File: config.mk
export PLATFORM = sky130hd
export DESIGN_NAME = sram_lane_ctrl
export DESIGN_NICKNAME = d
export VERILOG_FILES = /design/src/rtl/sram_lane_pkg.sv /design/src/rtl/sram_cyc_timer.sv /design/src/rtl/sram_rd_capture.sv /design/src/rtl/sram_lane_ctrl.sv
export SDC_FILE = /design/constraint.sdc
export NUM_CORES = 1
export LEC_CHECK = 0
export ABC_AREA = 0
export BUFFER_PORTS_ARGS = -buffer_cell sky130_fd_sc_hd__buf_2
export CORE_AREA = 2 2 107 109
export DETAILED_ROUTE_END_ITERATION = 7
export DIE_AREA = 0 0 109 111
export MAX_ROUTING_LAYER = met4
export PLACE_DENSITY = 0.62
export SYNTH_ARGS = -nofsm -noshare
export SYNTH_HDL_FRONTEND = slang
export SYNTH_SLANG_ARGS = --single-unit
File: constraint.sdc
create_clock -name clk -period 2.9 [get_ports clk]
set_clock_uncertainty 0.1 [all_clocks]
set_input_delay 0.29 -clock clk [delete_from_list [all_inputs] [get_ports clk]]
set_output_delay 0.29 -clock clk [all_outputs]
set_load 0.02 [all_outputs]
File: src/rtl/sram_lane_pkg.sv
package sram_lane_pkg;

    typedef enum logic [2:0] {
        S_IDLE,
        S_WR_SETUP,
        S_WR_PULSE,
        S_WR_HOLD,
        S_RD_ACCESS,
        S_RD_TURN
    } ctrl_state_e;

    // Round a nanosecond limit up to whole clock cycles; zero stays zero.
    function automatic int ns_to_cyc(input int ns, input int clk_ns);
        if (ns <= 0) return 0;
        return (ns + clk_ns - 1) / clk_ns;
    endfunction

    function automatic int imax(input int a, input int b);
        return (a > b) ? a : b;
    endfunction

endpackage

File: src/rtl/sram_cyc_timer.sv
module sram_cyc_timer #(
    parameter int W = 4
) (
    input  logic         clk,
    input  logic         rst,
    input  logic         load,
    input  logic [W-1:0] load_val,
    output logic         last
);
    logic [W-1:0] cnt_q;

    always_ff @(posedge clk) begin
        if (rst)
            cnt_q <= '0;
        else if (load)
            cnt_q <= load_val;
        else if (cnt_q != '0)
            cnt_q <= cnt_q - 1'b1;
    end

    assign last = (cnt_q == '0);
endmodule

File: src/rtl/sram_rd_capture.sv
module sram_rd_capture #(
    parameter int LANES = 4
) (
    input  logic               clk,
    input  logic               rst,
    input  logic               cap,
    input  logic [LANES-1:0]   lanes,
    input  logic [8*LANES-1:0] dq_in,
    output logic [8*LANES-1:0] data,
    output logic               valid
);
    logic [8*LANES-1:0] masked;

    for (genvar g = 0; g < LANES; g++) begin : g_lane
        assign masked[8*g +: 8] = lanes[g] ? dq_in[8*g +: 8] : 8'h00;
    end

    always_ff @(posedge clk) begin
        if (rst) begin
            data  <= '0;
            valid <= 1'b0;
        end else begin
            valid <= cap;
            if (cap) data <= masked;
        end
    end
endmodule

File: src/rtl/sram_lane_ctrl.sv
module sram_lane_ctrl
    import sram_lane_pkg::*;
#(
    parameter int ADDR_W   = 16,
    parameter int DATA_W   = 32,
    parameter int CLK_NS   = 20,
    parameter int T_AS_NS  = 2,
    parameter int T_WP_NS  = 20,
    parameter int T_DW_NS  = 15,
    parameter int T_WC_NS  = 25,
    parameter int T_WR_NS  = 2,
    parameter int T_DH_NS  = 3,
    parameter int T_AA_NS  = 25,
    parameter int T_OE_NS  = 15,
    parameter int T_OHZ_NS = 10
) (
    input  logic                clk,
    input  logic                rst,
    input  logic                req_valid,
    output logic                req_ready,
    input  logic                req_write,
    input  logic [ADDR_W-1:0]   req_addr,
    input  logic [DATA_W-1:0]   req_wdata,
    input  logic [DATA_W/8-1:0] req_lanes,
    output logic [DATA_W-1:0]   rd_data,
    output logic                rd_valid,
    output logic [ADDR_W-1:0]   mem_addr,
    output logic [DATA_W/8-1:0] mem_ce_n,
    output logic                mem_we_n,
    output logic                mem_oe_n,
    output logic [DATA_W-1:0]   mem_dq_o,
    output logic                mem_dq_oe,
    input  logic [DATA_W-1:0]   mem_dq_i
);
    localparam int LANES   = DATA_W / 8;
    localparam int SETUP_C = imax(1, ns_to_cyc(T_AS_NS, CLK_NS));
    localparam int HOLD_C  = imax(1, imax(ns_to_cyc(T_WR_NS, CLK_NS),
                                          ns_to_cyc(T_DH_NS, CLK_NS)));
    localparam int PULSE_C = imax(imax(1, ns_to_cyc(T_WP_NS, CLK_NS)),
                                  imax(ns_to_cyc(T_DW_NS, CLK_NS),
                                       ns_to_cyc(T_WC_NS, CLK_NS) - SETUP_C - HOLD_C));
    localparam int READ_C  = imax(1, imax(ns_to_cyc(T_AA_NS, CLK_NS),
                                          ns_to_cyc(T_OE_NS, CLK_NS)));
    localparam int TURN_C  = imax(1, ns_to_cyc(T_OHZ_NS, CLK_NS));
    localparam int MAX_C   = imax(imax(SETUP_C, HOLD_C),
                                  imax(PULSE_C, imax(READ_C, TURN_C)));
    localparam int CNT_W   = $clog2(MAX_C + 1);

    ctrl_state_e         state_q, state_nx;
    logic                last;
    logic                tm_load;
    logic [CNT_W-1:0]    tm_val;
    logic [ADDR_W-1:0]   addr_q;
    logic [DATA_W-1:0]   wdata_q;
    logic [LANES-1:0]    lanes_q;
    logic                accept;
    logic                cap;

    assign req_ready = (state_q == S_IDLE);
    assign accept    = req_valid && req_ready;

    // State register
    always_ff @(posedge clk) begin
        if (rst) state_q <= S_IDLE;
        else     state_q <= state_nx;
    end

    // Request latch, loaded only on acceptance
    always_ff @(posedge clk) begin
        if (rst) begin
            addr_q  <= '0;
            wdata_q <= '0;
            lanes_q <= '0;
        end else if (accept) begin
            addr_q  <= req_addr;
            wdata_q <= req_wdata;
            lanes_q <= req_lanes;
        end
    end

    // Next state
    always_comb begin
        state_nx = state_q;
        unique case (state_q)
            S_IDLE:      if (req_valid) state_nx = req_write ? S_WR_SETUP : S_RD_ACCESS;
            S_WR_SETUP:  if (last) state_nx = S_WR_PULSE;
            S_WR_PULSE:  if (last) state_nx = S_WR_HOLD;
            S_WR_HOLD:   if (last) state_nx = S_IDLE;
            S_RD_ACCESS: if (last) state_nx = S_RD_TURN;
            S_RD_TURN:   if (last) state_nx = S_IDLE;
            default:     state_nx = S_IDLE;
        endcase
    end

    // Phase length loaded on every state change
    always_comb begin
        tm_load = (state_nx != state_q);
        tm_val  = '0;
        unique case (state_nx)
            S_WR_SETUP:  tm_val = CNT_W'(SETUP_C - 1);
            S_WR_PULSE:  tm_val = CNT_W'(PULSE_C - 1);
            S_WR_HOLD:   tm_val = CNT_W'(HOLD_C - 1);
            S_RD_ACCESS: tm_val = CNT_W'(READ_C - 1);
            S_RD_TURN:   tm_val = CNT_W'(TURN_C - 1);
            default:     tm_val = '0;
        endcase
    end

    // Pin outputs
    always_comb begin
        mem_ce_n  = '1;
        mem_we_n  = 1'b1;
        mem_oe_n  = 1'b1;
        mem_dq_oe = 1'b0;
        unique case (state_q)
            S_WR_SETUP: mem_ce_n = ~lanes_q;
            S_WR_PULSE: begin
                mem_ce_n  = ~lanes_q;
                mem_we_n  = 1'b0;
                mem_dq_oe = 1'b1;
            end
            S_WR_HOLD: begin
                mem_ce_n  = ~lanes_q;
                mem_dq_oe = 1'b1;
            end
            S_RD_ACCESS: begin
                mem_ce_n = ~lanes_q;
                mem_oe_n = 1'b0;
            end
            default: ;
        endcase
    end

    assign mem_addr = addr_q;
    assign mem_dq_o = wdata_q;
    assign cap      = (state_q == S_RD_ACCESS) && last;

    sram_cyc_timer #(.W(CNT_W)) u_timer (
        .clk      (clk),
        .rst      (rst),
        .load     (tm_load),
        .load_val (tm_val),
        .last     (last)
    );

    sram_rd_capture #(.LANES(LANES)) u_cap (
        .clk   (clk),
        .rst   (rst),
        .cap   (cap),
        .lanes (lanes_q),
        .dq_in (mem_dq_i),
        .data  (rd_data),
        .valid (rd_valid)
    );
endmodule

==> results of run 1 <==
layer usage:
layer | part of all wire | vias to the layer above
met5 | 0 | -
li1 | - | 1498
met1 | 0.42 | 1297
met3 | 0.091 | 21
met2 | 0.45 | 119
met4 | 0.035 | 0
power breakdown:
part	switching [µW]	total, µW	internal, µW	leakage, µW
clock network	455	1160	702	0.000147
logic	792	1190	401	0.00120
registers	137	1560	1430	0.000733
registers in the layout, indices dropped and copies added, names as in the netlist:
| name | flops |
|---|---|
| state_q | 3 |
| lanes_q | 4 |
| mem_addr | 16 |
| u_cap.valid | 1 |
| u_cap.data | 32 |
| mem_dq_o | 32 |
| u_timer.cnt_q | 2 |
stage by stage:
| step | hold slack (ps) | setup slack (ps) |
|---|---|---|
| after global placement | 341 | 1050 |
| after CTS | 38.4 | 834 |
| after detailed placement | 346 | 950 |
| after global routing | 48.7 | 726 |
| after floorplan | 316 | 1340 |
| final | 60.6 | 869 |
logic make-up after synthesis:
| kind of cell | count (synthesis) | share of synthesized area |
|---|---|---|
| xor+xnor | 3 | 0.00825 |
| buf+inv | 32 | 0.0546 |
| fa+ha+maj | 1 | 0.00393 |
| compound gates | 91 | 0.184 |
| simple gates | 135 | 0.183 |
| flops | 90 | 0.566 |
how the worst max path moves through the flow:
stage,slack (ps),start,endpoint,cells past startpoint
final,870,state_q[0]$_SDFF_PP0_,mem_ce_n[2],4
after global routing,730,state_q[2]$_SDFF_PP0_,mem_dq_o[19]$_SDFFE_PP0P_,4
after CTS,830,state_q[0]$_SDFF_PP0_,mem_ce_n[2],4
after detailed placement,950,state_q[2]$_SDFF_PP0_,mem_addr[4]$_SDFFE_PP0P_,5
after global placement,1050,state_q[2]$_SDFF_PP0_,mem_dq_o[13]$_SDFFE_PP0P_,4
after floorplan,1340,u_timer.cnt_q[0]$_SDFFE_PP0P_,u_cap.data[10]$_SDFFE_PP0P_,6
critical path: stages (launching register included):
cell	delay [ps]
sky130_fd_sc_hd__dfxtp_1	550
sky130_fd_sc_hd__nor2_1	130
sky130_fd_sc_hd__xnor2_1	330
sky130_fd_sc_hd__nand2_1	110
sky130_fd_sc_hd__buf_2	180
synth_stat cells:
cell type                  number
sky130_fd_sc_hd__nand2_1      112
sky130_fd_sc_hd__dfxtp_1       90
sky130_fd_sc_hd__a21oi_1       55
sky130_fd_sc_hd__a22o_1        32
sky130_fd_sc_hd__clkbuf_1      13
sky130_fd_sc_hd__buf_4         11
sky130_fd_sc_hd__and2_1         5
sky130_fd_sc_hd__nor2_1         5
sky130_fd_sc_hd__buf_2          4
sky130_fd_sc_hd__nor3_1         4
sky130_fd_sc_hd__a221oi_1       2
sky130_fd_sc_hd__inv_1          2
sky130_fd_sc_hd__nand2b_1       2
sky130_fd_sc_hd__xnor2_1        2
sky130_fd_sc_hd__buf_6          1
sky130_fd_sc_hd__ha_1           1
sky130_fd_sc_hd__inv_2          1
sky130_fd_sc_hd__nand2b_4       1
sky130_fd_sc_hd__nor2_4         1
sky130_fd_sc_hd__nor2b_1        1
sky130_fd_sc_hd__nor3_4         1
sky130_fd_sc_hd__nor3b_1        1
sky130_fd_sc_hd__nor3b_4        1
sky130_fd_sc_hd__nor4_1         1
sky130_fd_sc_hd__o21a_1         1
sky130_fd_sc_hd__o22ai_1        1
sky130_fd_sc_hd__xor2_1         1
cell usage in the layout (no fill, tap or decap), types with 2 or more instances in the layout:
cell type / count
sky130_fd_sc_hd__nor3_1: 4
sky130_fd_sc_hd__nand2_1: 111
sky130_fd_sc_hd__buf_2: 176
sky130_fd_sc_hd__inv_1: 2
sky130_fd_sc_hd__a21oi_1: 54
sky130_fd_sc_hd__and2_1: 4
sky130_fd_sc_hd__clkbuf_8: 2
sky130_fd_sc_hd__a22o_1: 32
sky130_fd_sc_hd__xnor2_1: 2
sky130_fd_sc_hd__dfxtp_1: 90
sky130_fd_sc_hd__clkbuf_16: 9
sky130_fd_sc_hd__a221oi_1: 2
sky130_fd_sc_hd__nor2_1: 5
sky130_fd_sc_hd__clkinv_2: 2
sky130_fd_sc_hd__nand2b_1: 2
sky130_fd_sc_hd__buf_4: 3
layout make-up:
type | count | area [µm²]
clock inverter | 3 | 40.0
antenna | 1 | 2.50
fill | 1117 | 6670
sequential | 90 | 1800
timing repair buffer | 179 | 903
multi-input combinational | 230 | 1220
inverter | 3 | 11.3
tap | 143 | 179
clock buffer | 11 | 253
==> metrics.sh, run 1 <==
BUFFER_PORTS.INSERTED=176
LAYOUT-DRIVE-GT1-SHARE=0.390
POST-ROUTE-DRC-COUNT=0
GRT_PASS1_WL_MM=13.5
WORSTREG2REGEND='mem_addr[4]$_SDFFE_PP0P_'
SYN-NUM-NETS=441
INITIALDRTVIOLATIONCOUNT=159
SYNTH-SEQ-CELLS=90
DR_TOTAL_VIAS=2935
HP-START='mem_dq_i[5]'
FIRST_GLOBAL_VIAS=2897
GP_CONGESTION=0.792
CTS-HTREE-LEVELS=3
LEAKAGE_POWER_SUMMED_OVER_ALL_CELLS_uW=0.00208
NUMPLACEDINSTANCES=645
CLOCK-ROOT-BUFFER='sky130_fd_sc_hd__clkbuf_16'
CTS_SINKS=90
GRT.BUSIEST_LAYER='met2'
SETUP_VIOL=0
WORST-SETUP-PATH-TYPE='reg2out'
YOSYS.CELL_TYPES.COUNT=27
AVGROUTEDWIREPERCELL_UM=12.9
POST_CTS_RESIZED=0
FINALNETCOUNT=602
MAXSLEWHEADROOM=0.341
MAX-CAP-VIOLATIONS=0
POST-DP-HPWL_MM=6.16
GRT_USE_MET2=0.224
CTS_BUFFERS=9
WORST-PATH-MAX-FANOUT=9
ANTENNA_LEFT=0
PIN_COUNT=177
VDD_IR_DROP_MAX_uV=384
WORSTHOLDPATHTYPE='in2reg'
DESIGN_POWER_TOTAL_uW=3910
GLOBALROUTEMET3UTIL=0.0494
FLOORPLAN.DIE.WIDTH_UM=109
WORST-SLEW-PIN-TRANSITION_PS=985
GRT_SETUP_UNREPAIRED='false'
CTS_TREE='built'
FIN_AREA_MM2=0.00441
POST-ROUTE-PERIOD-UTIL=0.700
PLACEMENT_ROWS=39
POWER_PER_CELL_AREA_mW_PER_MM2=888
CP-START-KIND='register'
SETUP.REG_TO_REG.WORST_SLACK_PS=960
INITIAL_ANTENNA_VIOLATION_COUNT=0
POST_LAYOUT_NONFILLER_INSTANCES=660
TOTALNEGATIVESETUPSLACK_PS=0
SYNTH_SEQ_AREA_SHARE=0.566
SYNTH.CELL_AREA_MM2=0.00318
CRITICAL_PATH.REG2REG.STARTPOINT='state_q[2]$_SDFF_PP0_'
GR-TOTAL-OVERFLOW=0
SETUP.WORST_PATH.END_CLASS='primary output'
FINAL_CORE_UTILIZATION=0.398
YOSYS_WARNINGS=0
SYNTH.AVG_CELL_AREA_UM2=9.05
GRT_USE_MET1=0.169
CORE_AREA_MM2=0.0111
CLK_PATH_BUF_DEPTH=2
MAX_FREQ_MHz=492
NUMBER_OF_BUFFERS_ADDED_FOR_SETUP_AFTER_CTS=0
CLKTRANSATPATHREGS_PS=60
MAXSLEWVIOLCOUNT=0
WORST-ENDPOINT-REQUIRED_PS=2510
DETAILEDROUTE.FIRSTPASSITERATIONCOUNT=4
CTS_HOLD_BUFFERS=0
SYNTH_AREA_LEADERS='sky130_fd_sc_hd__dfxtp_1 57%, sky130_fd_sc_hd__nand2_1 13%, sky130_fd_sc_hd__a22o_1 8.8%'
MAXIMUM_NUMBER_OF_PINS_ON_ONE_NET_BEFORE_GLOBAL_ROUTE_REPAIR=53
TOTALWIRELENGTH_MM=8.48
WORST-R2R-CELL-COUNT=4
CLKLATENCYLATEPIN_PS=340
TIMING.FINAL.HOLD_VIOLATIONS=0
CRIT_ARRIVAL_PS=1640
FINALWORSTPATHREQUIREDPERIOD_PS=2030
PLACEDINSTANCEAREA_MM2=0.00411
STATUS='finished, final reports clean'
HOLD_END='u_cap.data[5]$_SDFFE_PP0P_'
GRT_USE_TOTAL=0.148
SYNTHESIS_TO_FINISH_AREA_GROWTH_PCT=38.4
ROUTED_VIA_DENSITY=4.45
HOLD_PATH_DEPTH=2
INITIAL_UTILIZATION=0.287
DIE-AREA_MM2=0.0121
SYNTHDOMINANTCELLAREASHARE=0.566
POSTSYNTHCELLCOUNT=352
DIE_HEIGHT_UM=111
SYNTH.LARGEST_AREA_CELL='sky130_fd_sc_hd__dfxtp_1'
Note: power is estimated with default switching activity, not from simulation.
==> run 2, diff against run 1 <==
PLACE_DENSITY = 0.64   (was 0.62)
clock period = 1.7 ns   (was 2.9 ns; I/O delays follow)
==> run 2 against run 1 <==
Compared with the run above:
- first-iteration DRC count grew 11%
- total power grew 84%
- sequential share of layout area shrank 7.4 points
- global-route usage grew 1.9 points
- cell count grew 14%
- non-clock buffer count grew 93
- critical path depth is the same
- routed wire length grew 15%
- die area is the same
- register-to-register slack lost 810 ps
- core utilization grew 8.9 points
- critical endpoint is now mem_ce_n[3]
==> metrics.sh, run 2 (synthesis gave the netlist of run 1 again) <==
VDD_IR_DROP_MAX_uV=750  # +95%
PLACEMENT_ROWS=39  # unchanged
DR_TOTAL_VIAS=3352  # +14%
FIRST_GLOBAL_VIAS=3421  # +18%
STATUS='finished, final reports clean'
CORE_AREA_MM2=0.0111  # unchanged
CRITICAL_PATH.REG2REG.STARTPOINT='state_q[1]$_SDFF_PP0_'
FINALWORSTSETUPSLACK_PS=84.5  # -785 ps
TOTALWIRELENGTH_MM=9.72  # +15%
AVGROUTEDWIREPERCELL_UM=12.9  # +0.28%
FINALNETCOUNT=695  # +15%
GRT_PASS1_WL_MM=15.3  # +13%
SYNTHESIS_TO_FINISH_AREA_GROWTH_PCT=69.4
WORST-SLEW-PIN-TRANSITION_PS=327  # -658 ps
WORST-R2R-CELL-COUNT=7  # +3
CLOCK-ROOT-BUFFER='sky130_fd_sc_hd__clkbuf_16'
SETUP.REG_TO_REG.WORST_SLACK_PS=150  # -810 ps
BUFFER_PORTS.INSERTED=176  # unchanged
FINALWORSTPATHREQUIREDPERIOD_PS=1620
MAXSLEWVIOLCOUNT=0  # unchanged
CTS_TREE='built'
POST-DP-HPWL_MM=5.95  # -3.4%
GRT_USE_TOTAL=0.167  # +0.0186
MAX_FREQ_MHz=619
CTS_SINKS=90  # unchanged
TOTALNEGATIVESETUPSLACK_PS=0  # unchanged
CP-START-KIND='register'
DIE_HEIGHT_UM=111  # unchanged
WORST-SETUP-PATH-TYPE='reg2out'
INITIALDRTVIOLATIONCOUNT=176  # +11%
LAYOUT.CELLS.MOST_COMMON='sky130_fd_sc_hd__buf_2'
CLK_PATH_BUF_DEPTH=2  # unchanged
SETUP_VIOL=0  # unchanged
CTS-HTREE-LEVELS=3  # unchanged
PIN_COUNT=177  # unchanged
GRT_SETUP_UNREPAIRED='false'
TIMING.CRITICAL_PATH.FROM='state_q[2]$_SDFF_PP0_'
WORST-PATH-MAX-FANOUT=7  # -2
WORSTHOLDPATHTYPE='in2reg'
WORST-ENDPOINT-REQUIRED_PS=1430  # -1080 ps
FLOORPLAN.DIE.WIDTH_UM=109  # unchanged
TIMING.FINAL.HOLD_VIOLATIONS=0  # unchanged
GP_CONGESTION=0.711  # -10%
CRIT_END='mem_ce_n[3]'
GR-TOTAL-OVERFLOW=0  # unchanged
MAX-CAP-VIOLATIONS=0  # unchanged
INITIAL_UTILIZATION=0.287  # unchanged
ANTENNA_LEFT=0  # unchanged
SETUP.WORST_PATH.END_CLASS='primary output'
ROUTED_VIA_DENSITY=4.45  # about the same
CLKLATENCYLATEPIN_PS=330  # about the same
LAYOUT-DRIVE-GT1-SHARE=0.352  # -0.0371
CLKTRANSATPATHREGS_PS=60  # about the same
MAXSLEWHEADROOM=0.782  # +0.441
POST-ROUTE-PERIOD-UTIL=0.950
LEAKAGE_POWER_SUMMED_OVER_ALL_CELLS_uW=0.00250  # +20%
CRIT_ARRIVAL_PS=1350  # -290 ps
WORSTREG2REGEND='mem_dq_o[1]$_SDFFE_PP0P_'
INITIAL_ANTENNA_VIOLATION_COUNT=0  # unchanged
POST-ROUTE-DRC-COUNT=0  # unchanged
CTS_BUFFERS=9  # unchanged
MOSTFREQUENTLAYOUTCELLS='176 x sky130_fd_sc_hd__buf_2, 111 x sky130_fd_sc_hd__nand2_1, 88 x sky130_fd_sc_hd__dfxtp_1'
DETAILEDROUTE.FIRSTPASSITERATIONCOUNT=4  # unchanged
POWER_PER_CELL_AREA_mW_PER_MM2=1330  # +50%
POST-PLACE-WS_PS=4.94  # -945 ps
DIE-AREA_MM2=0.0121  # unchanged
MAXIMUM_NUMBER_OF_PINS_ON_ONE_NET_BEFORE_GLOBAL_ROUTE_REPAIR=35  # -34%
[run 2: through the flow]
step,hold WS [ps],instances,power (µW),util,cell area (µm²)
2_1_floorplan,196,352,4200,-,3180
3_3_place_gp,280,653,4910,0.380,4210
3_5_place_dp,286,653,4950,0.380,4210
4_1_cts,9.98,753,7270,0.486,5390
5_1_grt,21.7,753,7630,0.487,5390
6_report,36.3,754,7190,0.487,5390
[run 2: how the worst min path moves through the flow]
| stage | startpoint | endpoint | slack (ps) | cells after the start |
|---|---|---|---|---|
| detailed placement | mem_dq_i[14] | u_cap.data[14]$_SDFFE_PP0P_ | 290 | 2 |
| floorplan | mem_dq_i[10] | u_cap.data[10]$_SDFFE_PP0P_ | 200 | 1 |
| CTS | rst | u_cap.valid$_SDFF_PP0_ | 10 | 2 |
| finish | rst | u_cap.valid$_SDFF_PP0_ | 40 | 2 |
| global placement | mem_dq_i[1] | u_cap.data[1]$_SDFFE_PP0P_ | 280 | 2 |
| global route | rst | u_cap.valid$_SDFF_PP0_ | 20 | 2 |
[run 2: per-layer routing]
metal  global-route usage  up-vias  wire, µm
li1                     -     1690         -
met1                0.174     1510      4050
met2                0.275      128      4740
met3               0.0429       24       620
met4                0.106        0       310
met5                    -        -         0
[run 2: repair_timing]
action / CTS / global route
buffers inserted: 1 / 0
resized for setup: 6 / 3
hold buffers: 84 / 0
setup endpoints to repair: 8 / 17
pin swaps: 1 / 0
hold endpoints to repair: 84 / 0
[run 2: worst max-delay path: stages, from the launching register on]
cell                      delay (ps)
sky130_fd_sc_hd__dfxtp_2         360
sky130_fd_sc_hd__buf_4           170
sky130_fd_sc_hd__xnor2_2         230
sky130_fd_sc_hd__nand2_1         100
sky130_fd_sc_hd__buf_2           160
[run 2: cell type report]
cell class / instances / area [µm²]
Clock buffer: 10 / 229
Antenna cell: 1 / 2.50
Inverter: 3 / 11.3
Clock inverter: 5 / 80.1
Timing Repair Buffer: 272 / 1860
Tap cell: 143 / 179
Fill cell: 968 / 5680
Sequential cell: 90 / 1810
Multi-Input combinational cell: 230 / 1230
[run 2: power by group]
| group | leakage (µW) | switching, µW | internal [µW] | total (µW) |
|---|---|---|---|---|
| Combinational | 0.00162 | 1470 | 1010 | 2490 |
| Clock | 0.000145 | 784 | 1280 | 2060 |
| Sequential | 0.000734 | 199 | 2440 | 2640 |
